--- src/rtl/cfgbank_pkg.sv ---
package cfgbank_pkg;
   localparam int unsigned DEF_NREGS = 4;
   localparam int unsigned DEF_DW    = 32;

   localparam logic [DEF_NREGS-1:0][DEF_DW-1:0] DEF_BOOT_M =
      {32'h0000_0000, 32'h0000_0000, 32'h0000_0000, 32'h0000_00FF};
   localparam logic [DEF_NREGS-1:0][DEF_DW-1:0] DEF_RW_M =
      {32'h0000_0000, 32'h0000_FFFF, 32'h0000_0000, 32'h0000_FF00};
   localparam logic [DEF_NREGS-1:0][DEF_DW-1:0] DEF_RO_M =
      {32'h0000_0000, 32'hFFFF_0000, 32'h0000_0000, 32'h00FF_0000};
   localparam logic [DEF_NREGS-1:0][DEF_DW-1:0] DEF_COR_M =
      {32'h0000_0000, 32'h0000_0000, 32'h0000_FFFF, 32'h0000_0000};
   localparam logic [DEF_NREGS-1:0][DEF_DW-1:0] DEF_CORW_M =
      {32'h0000_0000, 32'h0000_0000, 32'hFFFF_0000, 32'h0000_0000};

   // nonzero when any two class masks claim the same bit
   function automatic logic [DEF_DW-1:0] class_overlap(
      input logic [DEF_DW-1:0] a, input logic [DEF_DW-1:0] b,
      input logic [DEF_DW-1:0] c, input logic [DEF_DW-1:0] d,
      input logic [DEF_DW-1:0] e);
      return (a & (b | c | d | e)) | (b & (c | d | e)) | (c & (d | e)) | (d & e);
   endfunction
endpackage

--- src/rtl/cfgbank_decode.sv ---
module cfgbank_decode #(
   parameter int unsigned NREGS = 4,
   parameter int unsigned AW    = 3
) (
   input  logic             sw_rd,
   input  logic             sw_wr,
   input  logic [AW-1:0]    sw_addr,
   input  logic             ld_we,
   input  logic [AW-1:0]    ld_addr,
   input  logic             load_done,
   output logic [NREGS-1:0] rd_sel,
   output logic [NREGS-1:0] wr_sel,
   output logic [NREGS-1:0] ld_sel
);
   genvar gi;
   generate
      for (gi = 0; gi < NREGS; gi++) begin : g_sel
         assign rd_sel[gi] = sw_rd & load_done & (sw_addr == AW'(gi));
         assign wr_sel[gi] = sw_wr & load_done & (sw_addr == AW'(gi));
         assign ld_sel[gi] = ld_we & ~load_done & (ld_addr == AW'(gi));
      end
   endgenerate
endmodule

--- src/rtl/cfgbank_reg.sv ---
module cfgbank_reg #(
   parameter int unsigned DW      = 32,
   parameter logic [DW-1:0] BOOT_M = '0,
   parameter logic [DW-1:0] RO_M   = '0,
   parameter logic [DW-1:0] COR_M  = '0,
   parameter logic [DW-1:0] CORW_M = '0,
   parameter logic [DW-1:0] RW_M   = '0,
   parameter bit RO_FLOP           = 1'b1
) (
   input  logic          clk,
   input  logic          rst_n,
   input  logic          ld_en,
   input  logic [DW-1:0] ld_data,
   input  logic          rd_en,
   input  logic          wr_en,
   input  logic [DW-1:0] wdata,
   input  logic [DW-1:0] set_in,
   input  logic [DW-1:0] level_in,
   output logic [DW-1:0] value
);
   localparam logic [DW-1:0] CLR_M   = COR_M | CORW_M;
   localparam logic [DW-1:0] WR_M    = RW_M | CORW_M;
   localparam logic [DW-1:0] STORE_M = BOOT_M | CLR_M | RW_M;

   logic [DW-1:0] q_r, q_n, ro_v;

   always_comb begin
      q_n = q_r;
      if (ld_en) q_n = (q_n & ~BOOT_M) | (ld_data & BOOT_M);
      if (rd_en) q_n = q_n & ~CLR_M;
      if (wr_en) q_n = (q_n & ~WR_M) | (wdata & WR_M);
      q_n = (q_n | (set_in & CLR_M)) & STORE_M;
   end

   always_ff @(posedge clk) begin
      if (!rst_n) q_r <= '0;
      else        q_r <= q_n;
   end

   generate
      if (RO_FLOP) begin : g_ro_flop
         logic [DW-1:0] ro_r;
         always_ff @(posedge clk) begin
            if (!rst_n) ro_r <= '0;
            else        ro_r <= level_in & RO_M;
         end
         assign ro_v = ro_r;
      end else begin : g_ro_comb
         assign ro_v = level_in & RO_M;
      end
   endgenerate

   assign value = (q_r & STORE_M) | ro_v;

   // boot-loaded bits move only on a loader write
   a_r2_boot_locked: assert property (@(posedge clk) disable iff (!rst_n)
      !ld_en |=> $stable(q_r & BOOT_M));
   // after a read, write-ignoring clear-on-read bits hold only fresh sets
   a_r4_cor_clear: assert property (@(posedge clk) disable iff (!rst_n)
      rd_en |=> ((q_r & COR_M) == ($past(set_in) & COR_M)));
   // same for write-accepting clear-on-read bits when no write coincides
   a_r5_corw_clear: assert property (@(posedge clk) disable iff (!rst_n)
      (rd_en && !wr_en) |=> ((q_r & CORW_M) == ($past(set_in) & CORW_M)));
   // read/write bits hold without a write
   a_r6_rw_hold: assert property (@(posedge clk) disable iff (!rst_n)
      !wr_en |=> $stable(q_r & RW_M));
   // a set always lands
   a_r8_set_wins: assert property (@(posedge clk) disable iff (!rst_n)
      ((set_in & CLR_M) != '0) |=>
      ((q_r & $past(set_in) & CLR_M) == ($past(set_in) & CLR_M)));
endmodule

--- src/rtl/cfgbank.sv ---
module cfgbank
   import cfgbank_pkg::*;
#(
   parameter int unsigned NREGS = DEF_NREGS,
   parameter int unsigned DW    = DEF_DW,
   parameter int unsigned AW    = 3,
   parameter bit RO_FLOP        = 1'b1,
   parameter logic [NREGS-1:0][DW-1:0] BOOT_MASK = DEF_BOOT_M,
   parameter logic [NREGS-1:0][DW-1:0] RO_MASK   = DEF_RO_M,
   parameter logic [NREGS-1:0][DW-1:0] COR_MASK  = DEF_COR_M,
   parameter logic [NREGS-1:0][DW-1:0] CORW_MASK = DEF_CORW_M,
   parameter logic [NREGS-1:0][DW-1:0] RW_MASK   = DEF_RW_M
) (
   input  logic                clk,
   input  logic                rst_n,
   input  logic                ld_we,
   input  logic [AW-1:0]       ld_addr,
   input  logic [DW-1:0]       ld_wdata,
   input  logic                load_done,
   input  logic                sw_rd,
   input  logic                sw_wr,
   input  logic [AW-1:0]       sw_addr,
   input  logic [DW-1:0]       sw_wdata,
   output logic [DW-1:0]       sw_rdata,
   input  logic [NREGS*DW-1:0] hw_set,
   input  logic [NREGS*DW-1:0] hw_level
);
   localparam int unsigned SPAN = 1 << AW;

   generate
      if (NREGS < 1 || DW < 1) begin : g_bad_size
         $error("cfgbank: NREGS and DW must be positive");
      end
      if (SPAN < NREGS) begin : g_bad_aw
         $error("cfgbank: AW too narrow for NREGS");
      end
   endgenerate

   logic [NREGS-1:0] rd_sel, wr_sel, ld_sel;
   logic [NREGS-1:0][DW-1:0] reg_val;

   cfgbank_decode #(.NREGS(NREGS), .AW(AW)) u_dec (
      .sw_rd(sw_rd), .sw_wr(sw_wr), .sw_addr(sw_addr),
      .ld_we(ld_we), .ld_addr(ld_addr), .load_done(load_done),
      .rd_sel(rd_sel), .wr_sel(wr_sel), .ld_sel(ld_sel));

   genvar gi;
   generate
      for (gi = 0; gi < NREGS; gi++) begin : g_reg
         if (DW'(class_overlap(DEF_DW'(BOOT_MASK[gi]), DEF_DW'(RO_MASK[gi]),
               DEF_DW'(COR_MASK[gi]), DEF_DW'(CORW_MASK[gi]),
               DEF_DW'(RW_MASK[gi]))) != '0) begin : g_overlap
            $error("cfgbank: a bit is in more than one access class");
         end
         cfgbank_reg #(
            .DW(DW), .BOOT_M(BOOT_MASK[gi]), .RO_M(RO_MASK[gi]),
            .COR_M(COR_MASK[gi]), .CORW_M(CORW_MASK[gi]),
            .RW_M(RW_MASK[gi]), .RO_FLOP(RO_FLOP)
         ) u_reg (
            .clk(clk), .rst_n(rst_n),
            .ld_en(ld_sel[gi]), .ld_data(ld_wdata),
            .rd_en(rd_sel[gi]), .wr_en(wr_sel[gi]), .wdata(sw_wdata),
            .set_in(hw_set[gi*DW +: DW]), .level_in(hw_level[gi*DW +: DW]),
            .value(reg_val[gi]));
      end
   endgenerate

   always_comb begin
      sw_rdata = '0;
      for (int i = 0; i < NREGS; i++)
         if (rd_sel[i]) sw_rdata = sw_rdata | reg_val[i];
   end

   // nothing visible before the load window closes
   a_r9_closed_window: assert property (@(posedge clk) disable iff (!rst_n)
      !load_done |-> (sw_rdata == '0));
   // idle read port returns zero
   a_r11_idle_zero: assert property (@(posedge clk) disable iff (!rst_n)
      !sw_rd |-> (sw_rdata == '0));
   // at most one register answers a read
   a_r10_one_hit: assert property (@(posedge clk) disable iff (!rst_n)
      $onehot0(rd_sel));
endmodule

--- config.mk ---
export PLATFORM = sky130hd
export DESIGN_NAME = cfgbank
export DESIGN_NICKNAME = d
export VERILOG_FILES = /design/src/rtl/cfgbank_pkg.sv /design/src/rtl/cfgbank_decode.sv /design/src/rtl/cfgbank_reg.sv /design/src/rtl/cfgbank.sv
export SDC_FILE = /design/constraint.sdc
export NUM_CORES = 1
export LEC_CHECK = 0
export BUFFER_PORTS_ARGS = -buffer_cell sky130_fd_sc_hd__buf_2
export CAP_MARGIN = 25
export CELL_PAD_IN_SITES_DETAIL_PLACEMENT = 0
export CELL_PAD_IN_SITES_GLOBAL_PLACEMENT = 1
export CORE_AREA = 5 5 140 142
export CTS_BUF_LIST = sky130_fd_sc_hd__clkbuf_16
export CTS_CLUSTER_SIZE = 28
export DETAILED_ROUTE_END_ITERATION = 16
export DIE_AREA = 0 0 145 147
export GPL_TIMING_DRIVEN = 0
export PLACE_DENSITY = 0.81
export SYNTH_ARGS = -nofsm -noshare
export SYNTH_HDL_FRONTEND = slang
export SYNTH_SLANG_ARGS = --single-unit
export TNS_END_PERCENT = 1
--- constraint.sdc ---
create_clock -name clk -period 3.8 [get_ports clk]
set_input_delay 0.76 -clock clk [delete_from_list [all_inputs] [get_ports clk]]
set_output_delay 0.76 -clock clk [all_outputs]
set_load 0.01 [all_outputs]
==> impl.org, run 1 <==
** Finish
- Leading cell types in the layout, fill and taps excluded :: buf_2 (148), dfxtp_1 (88), o21ai_0 (48), a21oi_1 (48), nand3_1 (32)
- Share of final-layout standard cells stronger than drive strength 1 :: 31.1%
- Most common cell after layout, fill and taps aside :: buf_2
- From synthesis to final layout, the design area changed by 33.1%.
- After the last flow step, the layout net total stands at roughly 900.
- The number of antenna diodes in the final layout is 0.

** CTS
- Buffers from clock root to sink, at most :: 2
- Counting every sink on the clock net gives between 80 and 90.
- TritonCTS created 9 clock buffers.
- Skew-Pair Late Insertion Delay :: ~0.35 ns
- CTS tree :: built
- Number of buffers inserted by post-CTS setup repair :: 0
- Clock edge transition at the registers on the reported setup and hold paths :: 0.07 ns
- CTS placed an instance of clkbuf_16 at the clock tree root.
- The H-tree generated during clock tree synthesis spans 3 levels.
- Hold buffer count at CTS :: 0
- Post-cts sizing count :: 0

** Power and ir drop
- The internal portion of the total power is 1.57 mW.
- Static Leak :: 2.21 nW
- Switching fraction of total power :: approximately a quarter
- Worst IR drop on VDD :: roughly 0.23 mV
- NetSw :: 537 µW
- Overall Power :: around 2.1 mW
- Clock network fraction of design power :: a little over two fifths
- For this design the ratio of total power to cell area is around 400 nW/µm².
- Combinational logic is responsible for a little over a tenth of the overall power.
- Of the total power, registers draw 46.6%.

** Global route
- Initial antenna violation count :: 6
- Wire length of the first global-routing pass :: ~24000 µm
- Summed over all layers, the global routing overflow is 0.
- Across every metal layer, demand over resource in global routing totals between 10% and 20%.
- Entering global routing, the biggest net connects 16 pins.
- Number of global-route vias before repair :: just under 4k

** Route
- In the routed layout, each cell is associated on average with a via count of approximately 5.
- Routed wirelength normalized by instance count :: ~20 µm
- Number of routed nets with antenna violations :: 0
- Detailed-router iteration count before antenna repair :: 4
- The final route contains 3930 vias.
- For this block, the routed nets add up to 16300 µm of wire.
- DRC errors left :: 0
- Initial DRC count :: roughly 330

** Worst setup path
- Worst path required time :: 3.04 ns
- The number of buffers and inverters on the critical path is 4.
- Highest cell delay on the worst timing path :: roughly 0.33 ns
- The worst setup path is launched from a primary input.
- Most frequent CP cell :: buf_2
- Cells along the critical path :: buf_2 > buf_6 > nand2b_4 > nor2_1 > buf_2 > a221o_1 > buf_2
- Crit Path Category :: in -> out
- Crit path DAT :: 2.35 ns
- Among all stages on the critical path, the largest delay is contributed by nor2_1.
- The worst setup path is captured at a primary output.
- CP max FO :: 10
- Across all register-to-register paths, the minimum setup slack is 2.97 ns.
- In this design, the largest share of critical-path delay is due to buffers and inverters.

** Timing
- Post-route clock period utilization :: 81.7%
- Final clock skew :: 0 ns
- The clock period could shrink to 3.11 ns.
- Measured against its own limit, the worst slew margin works out to approximately three fifths.
- For the pin with the worst max-slew slack, the measured transition is roughly 0.62 ns.
- Count of final setup violators :: 0
- In the final timing run, aggregate negative setup slack is 0 ns.
- The number of pins with negative max-slew slack in the final report was 0.
- Unrepaired setup endpoints after global routing :: false
- Derived from the worst setup path, the maximum achievable clock frequency is 322 MHz.
- Final critical-path setup slack :: around 0.69 ns
- The final-report hold violation count came to 0.

** Placement
- Minimum setup slack after placement :: 0.677 ns
- Summed over all nets, the half-perimeter wirelength after detailed placement is about 13000 µm.
- Routability-driven placement finished with a final weighted congestion of just over 0.8.
- Count of port buffers added during placement :: between 100 and 150

** Logic synthesis
- Gate count after technology mapping :: 420
- Netlist area before placement :: 3870 µm²
- The number of nets in the synthesized netlist is between 700 and 800.
- Post-Syn Area per Cell :: between 9 and 10 µm²
- In this run, synthesis produced a sequential element count of about 90.
- After synthesis, the netlist uses 29 different library cells.
- Yosys synthesis warning count :: 0
- Sequential elements use 45.5% of the synthesized area.

** Min path
- Class of the most critical hold timing path :: reg -> reg

** Floorplanning
- The floorplan step defined a die boundary enclosing around 21000 µm².
- The die is 147 µm tall.
- The total area inside the core boundary comes to roughly 18000 µm².
- Row Count :: 50
- For this configuration, the core starts out at a cell density of 21.1%.
- Pin placement for this block handled 364 I/O pins.
- Measured along the x axis, the die boundary spans about 150 µm.

** Flow run
- Max-cap viol count :: 0

** Outcome
- Outcome :: completed
Yosys cell counts:
library cell | count | area [µm²]
or3b_4 | 1 | 11.3
nand2_1 | 1 | 3.75
nor4b_2 | 1 | 15.0
nand2b_4 | 1 | 13.8
and4_1 | 1 | 8.76
a21oi_1 | 48 | 240
and4bb_4 | 1 | 16.3
dfxtp_1 | 88 | 1760
o21ai_0 | 48 | 240
nand2b_1 | 1 | 6.26
buf_2 | 9 | 45.0
a21boi_1 | 16 | 120
or2_1 | 1 | 6.26
clkbuf_2 | 2 | 10.0
nor2b_1 | 1 | 6.26
clkbuf_1 | 23 | 86.3
buf_6 | 9 | 101
nor3b_2 | 1 | 12.5
or4b_1 | 1 | 10.0
nor4b_1 | 24 | 210
a221o_1 | 24 | 240
nand3b_1 | 1 | 7.51
o31a_1 | 16 | 140
nor2_1 | 2 | 7.51
nand3_1 | 32 | 160
a22o_1 | 8 | 70.1
and3_1 | 16 | 100
inv_1 | 18 | 67.6
and2_1 | 25 | 156
worst min-delay path, stage by stage, from the launching register on:
cell	delay [ns]
dfxtp_1	0.31
o21ai_0	0.06
a21oi_1	0.06
flip-flops by register name, summed over array words and instances (netlist names):
register                cells
g.u_reg.q_r                64
g.u_reg.g_ro_flop.ro_r     24
power groups by stage:
stage	registers, mW	clock network (mW)	logic [mW]
after CTS	0.985	0.919	0.227
final	0.985	0.902	0.226
after detailed placement	1.01	0	0.225
after global placement	1.01	0	0.224
after global routing	0.988	0.956	0.250
after floorplan	0.997	0	0.112
worst paths after layout:
kind | from | end | depth (start not counted)
worst max-delay path | sw_addr[2] | sw_rdata[22] | 7
worst min-delay path | g_reg[2].u_reg.q_r[6] | g_reg[2].u_reg.q_r[6] | 2
worst max register to register | g_reg[1].u_reg.q_r[24] | g_reg[1].u_reg.q_r[24] | 2
worst min register to register | g_reg[2].u_reg.q_r[6] | g_reg[2].u_reg.q_r[6] | 2
kinds of logic after synthesis:
| kind of cell | Yosys count | share of synthesized area, % |
|---|---|---|
| compound gates | 160 | 27.1 |
| buf+inv | 61 | 8.01 |
| flops | 88 | 45.5 |
| simple gates | 111 | 19.4 |
routing by layer:
layer | vias up | track usage [%] | wire (µm) | part of all wire [%]
met5 | - | 0 | 28 | 0.17
met4 | 6 | 2.12 | 96 | 0.59
met3 | 15 | 5.46 | 1710 | 11
met2 | 210 | 20.8 | 6620 | 41
met1 | 1841 | 22.5 | 7820 | 48
li1 | 1858 | - | - | -
metrics by stage:
stage / area (µm²) / std cells / util (%) / hold WS [ns]
after floorplan: 3870 / 420 / - / 0.449
after global placement: 4860 / 793 / 26.5 / 0.457
after detailed placement: 4860 / 793 / 26.5 / 0.464
after CTS: 5160 / 809 / 28.1 / 0.474
after global routing: 5160 / 809 / 28.1 / 0.497
final: 5160 / 809 / 28.1 / 0.477
layout make-up:
class	instances	area [µm²]
Sequential cell	88	1760
Tap cell	234	293
Clock inverter	7	70.1
Fill cell	1988	13200
Timing Repair Buffer	139	696
Inverter	18	67.6
Buffer	43	243
Multi-Input combinational cell	271	1800
Clock buffer	9	225
No activity file was read; power rests on OpenSTA's default activity.
==> run 2, diff against run 1 <==
--- a/config.mk
+++ b/config.mk
@@ -5,6 +5,7 @@
 export SDC_FILE = /design/constraint.sdc
 export NUM_CORES = 1
 export LEC_CHECK = 0
+export ABC_AREA = 1
 export BUFFER_PORTS_ARGS = -buffer_cell sky130_fd_sc_hd__buf_2
 export CAP_MARGIN = 25
 export CELL_PAD_IN_SITES_DETAIL_PLACEMENT = 0
@@ -15,7 +16,7 @@
 export DETAILED_ROUTE_END_ITERATION = 16
 export DIE_AREA = 0 0 145 147
 export GPL_TIMING_DRIVEN = 0
-export PLACE_DENSITY = 0.81
+export PLACE_DENSITY = 0.84
 export SYNTH_ARGS = -nofsm -noshare
 export SYNTH_HDL_FRONTEND = slang
 export SYNTH_SLANG_ARGS = --single-unit
==> constraint.sdc (replaced) <==
create_clock -name clk -period 3.22 [get_ports clk]
set_input_delay 0.644 -clock clk [delete_from_list [all_inputs] [get_ports clk]]
set_output_delay 0.644 -clock clk [all_outputs]
set_load 0.01 [all_outputs]
==> impl.org, run 2 <==
** Worst setup path
- R2R Setup Slk :: 2.51 ns
- Critical path's slowest cell :: clkbuf_1
- The worst register-to-register path ends at g_reg[1].u_reg.q_r[19].
- For the worst setup path, the data required time is ~2.6 ns.
- Source of the worst register-to-register timing path :: g_reg[1].u_reg.q_r[19]
- Highest cell delay on the worst timing path :: ~0.46 ns
- Data arrives at the worst endpoint at about 2.2 ns.
- CP max FO :: 10
- Cells along the critical path :: buf_2 > nand2_1 > inv_1 > buf_4 > clkbuf_1 > nand4_1 > nand3_1 > buf_2
- Path depth of the worst reg2reg path :: 4
- Startpoint type of the worst setup path :: primary input
- Crit Path Category :: in -> out
- Kind of cell adding the most delay to the critical path :: buffers and inverters
- Crit path capture type :: primary output
- Counting both buffers and inverters, the worst setup path holds a total of 5.
- By instance count, the cell type seen most on the critical path is buf_2.

** Floorplanning
- # IOs :: approximately 360
- The die is ~150 µm tall.
- Die footprint :: between 20000 and 25000 µm²
- Starting density of the core :: 21.0%
- Die X-Extent :: roughly 150 µm
- The floorplan step defined a core boundary enclosing between 15000 and 20000 µm².
- The floorplan has 50 rows.

** Power and ir drop
- Static Leak :: approximately 2.6 nW
- Worst IR drop on VDD :: 0.222 mV
- For this design the ratio of total power to cell area is approximately 470 nW/µm².
- The completed layout was analyzed and its total power is ~2.4 mW.

** Logic synthesis
- After synthesis the cells add up to 3840 µm².
- For this run, the number of Yosys warnings is 0.
- Yosys attributes the largest share of cell area to dfxtp_1 (46%), nor2_1 (11%), nand2_1 (9.7%), nand3_1 (7.4%), nand4_1 (6.5%).
- The synthesized design contains 88 register bits.
- Proportion of netlist area held by the largest area contributor :: 45.8%
- Synth cell count leaders :: nor2_1 (114), nand2_1 (99), dfxtp_1 (88), nand3_1 (57), inv_1 (53)
- The most common cell in the synthesized netlist is nor2_1.
- Gate count after technology mapping :: approximately 560
- Net count of the mapped netlist :: between 800 and 900
- Post-synthesis async set-or-reset flop share :: 0%
- The most used flip-flop cell after synthesis is dfxtp_1.
- The synthesized design contains 0 enable-type register cells.
- The netlist uses 21 different library cells.
- Each instance of the synthesized netlist takes up on average just under 7 µm².
- Post-synthesis sequential area ratio :: 45.8%
- The biggest area contributor in the post-synthesis netlist is dfxtp_1.

** Route
- Detailed routing inserted a total of between 4k and 5k vias.
- Detailed-router iteration count before antenna repair :: 5
- After detailed routing, the total wire length is 15000 µm.
- In the routed design, unresolved DRC markers number 0.
- For this block, the initial DRC count from the detailed router was 262.
- Number of routed nets with antenna violations :: 0
- Routed wirelength normalized by instance count :: around 16 µm
- Detail-routed via count per cell :: between 4 and 5

** Finish
- From synthesis to final layout, the design area changed by 32.6%.
- For this run, the post-layout net count is ~1.0k.
- Register name with the most flops :: g.u_reg.q_r
- In the layout the commonest cells are buf_2 (152), nor2_1 (114), nand2_1 (99).
- In the final layout, the share of cells above drive strength 1 is approximately a quarter.
- In the final layout, the registers with the most flip-flops are g.u_reg.q_r: 64 flops, g.u_reg.g_ro_flop.ro_r: 24 flops.
- Largest register FFs :: 64
- Most common cell after layout, fill and taps aside :: buf_2
- Post-Layout Inst Area :: 5100 µm²

** Global route
- Pin count of the biggest net entering global routing :: 16
- Across every metal layer, demand over resource in global routing totals between 10% and 20%.
- The first global-routing pass estimated 22900 µm of wire.
- The via count of the first global-routing pass was slightly below 4k.
- Initial antenna violation count :: 4
- Aggregate global routing overflow :: 0

** Flow run
- Max-cap viol count :: 0

** Timing
- The routed design could run at a clock period as short as between 2 and 3 ns.
- Timing would allow up to 347 MHz.
- The worst pin sits at a relative slew slack of roughly 60%.
- Total negative setup slack :: 0 ns
- The final-report hold violation count is 0.
- Post-route clock period utilization :: between 80% and 90%
- Setup violations remaining at the end of the flow were counted as 0.
- For the final database, setup skew stands at 0 ns.
- Unrepaired setup endpoints after global routing :: false
- The number of pins with negative max-slew slack in the final report came to 0.
- At the pin with the least slew margin, the transition time is 0.605 ns.

** CTS
- The clock net in this run drives a total of 88 sinks.
- Number of buffers inserted by post-CTS setup repair :: 0
- Buffers from clock root to sink, at most :: 2
- After clock tree synthesis, the clock-pin slew on the worst setup and hold paths is around 0.060 ns.
- After clock tree synthesis, the flow added hold-fix buffers numbering 0.
- Number of buffers inserted during clock tree synthesis :: 9
- CTS tree :: built
- Clock tree synthesis selected as its root buffer the cell clkbuf_16.
- Skew-Pair Late Insertion Delay :: around 0.34 ns
- Gates resized during post-CTS repair numbered 0.
- H-tree Lvls :: 3

** Placement
- Count of port buffers added during placement :: 138
- DP HPWL :: 12200 µm
- Area post-placement :: 4830 µm²
- At the end of routability-driven placement, the weighted congestion stood at ~0.85.

** Min path
- Launch instance of the worst min-delay path :: g_reg[0].u_reg.q_r[14]
- Class of the most critical hold timing path :: reg -> reg
- The worst hold path terminates at g_reg[0].u_reg.q_r[14].
- Cell count of the worst hold path :: 2

** Outcome
- The run finished with clean final reports.
## run 2: how the worst max path moves through the flow
stage | cells past startpoint | endpoint | start
5_1_grt | 8 | sw_rdata[3] | load_done
3_5_place_dp | 8 | sw_rdata[3] | load_done
4_1_cts | 8 | sw_rdata[3] | load_done
2_1_floorplan | 7 | sw_rdata[0] | sw_addr[0]
3_3_place_gp | 8 | sw_rdata[3] | load_done
6_report | 8 | sw_rdata[3] | load_done
## run 2: cell type report
cell class | count | area [µm²]
tap | 234 | 293
fill | 2067 | 13200
inverter | 57 | 218
buffer | 37 | 179
antenna | 1 | 2.50
clock buffer | 9 | 225
clock inverter | 6 | 43.8
timing repair buffer | 138 | 691
multi-input combinational | 373 | 1690
sequential | 88 | 1760
## run 2: routing by layer
layer	vias to the layer above	global-route usage [%]	part of all wire [%]	routed length [µm]
li1	2084	-	-	-
met1	1851	21.2	52	7810
met2	162	18.5	38	5690
met3	18	4.07	8.7	1300
met4	8	3.30	1.2	174
met5	-	0	0.31	47
## run 2: logic make-up (layout without fill, tap and decap cells)
kind of cell	Yosys count	after routing	synth area share [%]
AND/OR/NAND/NOR	317	317	36.6
buffers and inverters	94	247	10.3
flip-flops	88	88	45.8
AO/OA/AOI/OAI	56	56	7.29
other	0	1	0
## run 2: power breakdown
part / switching (mW) / total (mW) / leakage [nW] / internal, mW
clock: 0.448 / 0.973 / 0.134 / 0.524
combinational: 0.156 / 0.261 / 1.74 / 0.105
sequential: 0.0283 / 1.17 / 0.727 / 1.14
total: 0.633 / 2.40 / 2.60 / 1.77
## run 2: worst reg2reg max path, stage by stage (launching register included)
cell,delay [ns]
dfxtp_1,0.39
nand2_1,0.07
nor2_1,0.08
nor2_1,0.04
nor2_1,0.07
## run 2: through the flow
stage / setup slack, ns / cells / utilization (%) / hold WS [ns]
global placement: 0.385 / 927 / 26.3 / 0.435
global route: 0.153 / 942 / 27.8 / 0.471
detailed placement: 0.377 / 927 / 26.3 / 0.439
floorplan: 1.13 / 555 / - / 0.424
CTS: 0.368 / 942 / 27.8 / 0.449
finish: 0.340 / 943 / 27.8 / 0.450
==> run 3, diff against run 2 <==
--- a/config.mk
+++ b/config.mk
@@ -5,16 +5,15 @@
 export SDC_FILE = /design/constraint.sdc
 export NUM_CORES = 1
 export LEC_CHECK = 0
-export ABC_AREA = 1
 export BUFFER_PORTS_ARGS = -buffer_cell sky130_fd_sc_hd__buf_2
 export CAP_MARGIN = 25
 export CELL_PAD_IN_SITES_DETAIL_PLACEMENT = 0
 export CELL_PAD_IN_SITES_GLOBAL_PLACEMENT = 1
-export CORE_AREA = 5 5 140 142
+export CORE_AREA = 5 5 137 139
 export CTS_BUF_LIST = sky130_fd_sc_hd__clkbuf_16
 export CTS_CLUSTER_SIZE = 28
 export DETAILED_ROUTE_END_ITERATION = 16
-export DIE_AREA = 0 0 145 147
+export DIE_AREA = 0 0 142 144
 export GPL_TIMING_DRIVEN = 0
 export PLACE_DENSITY = 0.84
 export SYNTH_ARGS = -nofsm -noshare
==> impl.org, run 3 (same netlist as run 1, synthesis figures left out) <==
** Floorplanning
- Starting density of the core :: between 20 and 25%
- Die footprint :: about 20000 µm²
- Die height :: 144 µm
- From left edge to right edge, the die measures ~140 µm.
- During I/O placement, the number of pins put on the boundary was around 360.
- After floorplanning, the core was divided into between 40 and 50 placement rows.
- Area of the core region :: about 18000 µm²

** Placement
- DP HPWL :: approximately 13000 µm
- At the end of routability-driven placement, the weighted congestion stood at between 0.8 and 0.9.
- Count of port buffers added during placement :: around 140

** Global route
- Entering global routing, the biggest net connects 17 pins.
- For this run the aggregate overflow at the end of global routing stands at 0.
- Met3 capacity usage during global routing :: 5.13%
- GR Util met1 :: 23.9%
- For met2 alone, demand over resource in global routing was between 20 and 25%.
- The initial antenna violation count is 5.
- The via count of the first global-routing pass came to between 3k and 4k.
- In this run the most used layer during global routing was met1.
- Wire length of the first global-routing pass :: roughly 24000 µm
- Aggregate global-route resource usage :: 15.9%

** Power and ir drop
- Overall Power :: approximately 2.6 mW
- Summed over all cells, the static leakage comes to between 2 and 2.5 nW.
- In this run the power density over the cells is approximately 500 nW/µm².
- Across the VDD grid, the largest voltage drop is approximately 0.25 mV.

** Min path
- Hold worst-path end :: g_reg[1].u_reg.q_r[12]
- In this run the worst hold path is classified as reg -> reg.
- The startpoint identified for the worst hold timing path is g_reg[1].u_reg.q_r[12].
- Cell count of the worst hold path :: 2

** Worst setup path
- Worst path required time :: approximately 2.6 ns
- Crit path from :: sw_addr[2]
- Startpoint type of the worst setup path :: primary input
- Crit path DAT :: between 2 and 2.5 ns
- R2R Setup Slk :: 2.38 ns
- The worst register-to-register path ends at g_reg[1].u_reg.q_r[20].
- Path depth of the worst reg2reg path :: 2
- Crit Path Category :: in -> out
- STA classifies the critical path endpoint as a primary output.
- Of all nets on the critical path, the largest fanout is 10.
- Source of the worst register-to-register timing path :: g_reg[1].u_reg.q_r[20]

** Flow run
- Max-cap viol count :: 0

** CTS
- Counting the buffers created by CTS gives 9.
- H-tree Lvls :: 3
- The longest clock path from root to sink contains 2 buffers.
- TritonCTS built the clock tree.
- The number of hold buffers added after CTS was 0.
- Sink count of the clock tree :: slightly below 90
- Post-cts sizing count :: 0
- Skew-Pair Late Insertion Delay :: about 0.35 ns
- Root buffer cell :: clkbuf_16
- Post-CTS timing repair inserted 0 buffers for setup.
- After clock tree synthesis, the clock-pin slew on the worst setup and hold paths is roughly 0.06 ns.

** Outcome
- The run finished with clean final reports.

** Route
- Dividing the detail-routed wire length by the instance count gives between 20 and 25 µm.
- Number of routed nets with antenna violations :: 0
- Detailed-router iteration count before antenna repair :: 7
- Detail-routed via count per cell :: ~4.9
- For this block, the routed nets add up to around 16000 µm of wire.
- DRC errors left :: 0
- In this run, the number of DRC markers left after iteration 0 of detailed routing was around 330.
- Detailed-route via count :: slightly below 4k

** Timing
- At the pin with the least slew margin, the transition time is a little under 0.6 ns.
- Final clock skew :: 0 ns
- Final-report max-slew violation count :: 0
- The worst path uses roughly nine tenths of the clock period.
- Counting I/O delays and the setup requirement, the final critical path takes just under 3 ns.
- Total negative setup slack :: 0 ns
- Final hold vios :: 0
- Maximum frequency from static timing analysis :: approximately 340 MHz
- Hold timing on the final database bottoms out at a slack of ~0.48 ns.
- The worst pin sits at a relative slew slack of roughly three fifths.
- Setup repair after global routing left no endpoint under its margin.
- Setup violations remaining at the end of the flow were counted as 0.

** Finish
- Cells with a size suffix above 1 make up roughly 31% of the layout.
- Counting the fill cells in the layout gives 1958.
- The top cell types in the final layout, fill and taps aside, are buf_2 (148), dfxtp_1 (88), o21ai_0 (48), a21oi_1 (48), nand3_1 (32).
- Final Net Count :: roughly 900
- More flip-flops sit in one register than any other, and that register is g.u_reg.q_r.
- Top flop regs :: g.u_reg.q_r: 64 flops, g.u_reg.g_ro_flop.ro_r: 24 flops
- Compared with the post-synthesis result, the final layout area differs by 33.9%.
- Most common cell after layout, fill and taps aside :: buf_2
- The register with the most flip-flops in the layout has 64 of them.
run 3: cell types whose count changed in the layout (fill, tap and decap cells not counted), sizes merged, moves of 25 or more:
cell,previous run,this run
nor2,117,2
inv,59,20
nand2,101,1
and2,0,25
nand4,40,0
nand3,59,32
nor4b,0,25
run 3: layout make-up:
type / count / area [µm²] / area share [%]
Buffer: 43 / 243 / 4.68
Sequential cell: 88 / 1760 / 34.0
Tap cell: 229 / 287 / 5.52
Clock buffer: 9 / 225 / 4.34
Inverter: 18 / 67.6 / 1.30
Timing Repair Buffer: 139 / 696 / 13.4
Multi-Input combinational cell: 271 / 1800 / 34.7
Antenna cell: 2 / 5.00 / 0.0965
Clock inverter: 7 / 101 / 1.95
run 3: worst max-delay path, stage by stage:
cell      delay, ns
buf_2          0.12
buf_6          0.14
nand2b_4       0.20
nor2_1         0.37
buf_2          0.32
a221o_1        0.33
buf_2          0.19
run 3: per-layer routing:
layer  vias to the layer above  routed length (µm)
met5                         -                  21
met4                         4                 215
met3                        22                1640
met2                       206                6590
met1                      1837                7820
li1                       1858                   -
run 3: how the worst max path moves through the flow:
stage	to
floorplan	sw_rdata[22]
global placement	sw_rdata[22]
detailed placement	sw_rdata[24]
CTS	sw_rdata[24]
global route	sw_rdata[22]
finish	sw_rdata[22]
run 3: power breakdown:
part	total [mW]	switching (mW)	internal [mW]
Sequential	1.16	0.0235	1.14
Clock	1.16	0.469	0.687
Combinational	0.270	0.154	0.116
run 3: stage by stage:
| stage | utilization, % | setup WS, ns | area (µm²) | std cells |
|---|---|---|---|---|
| finish | 29.6 | 0.261 | 5190 | 806 |
| CTS | 29.6 | 0.266 | 5180 | 804 |
| floorplan | - | 1.01 | 3870 | 420 |
| global placement | 27.7 | 0.282 | 4860 | 788 |
| global route | 29.6 | 0.136 | 5180 | 804 |
| detailed placement | 27.7 | 0.277 | 4860 | 788 |
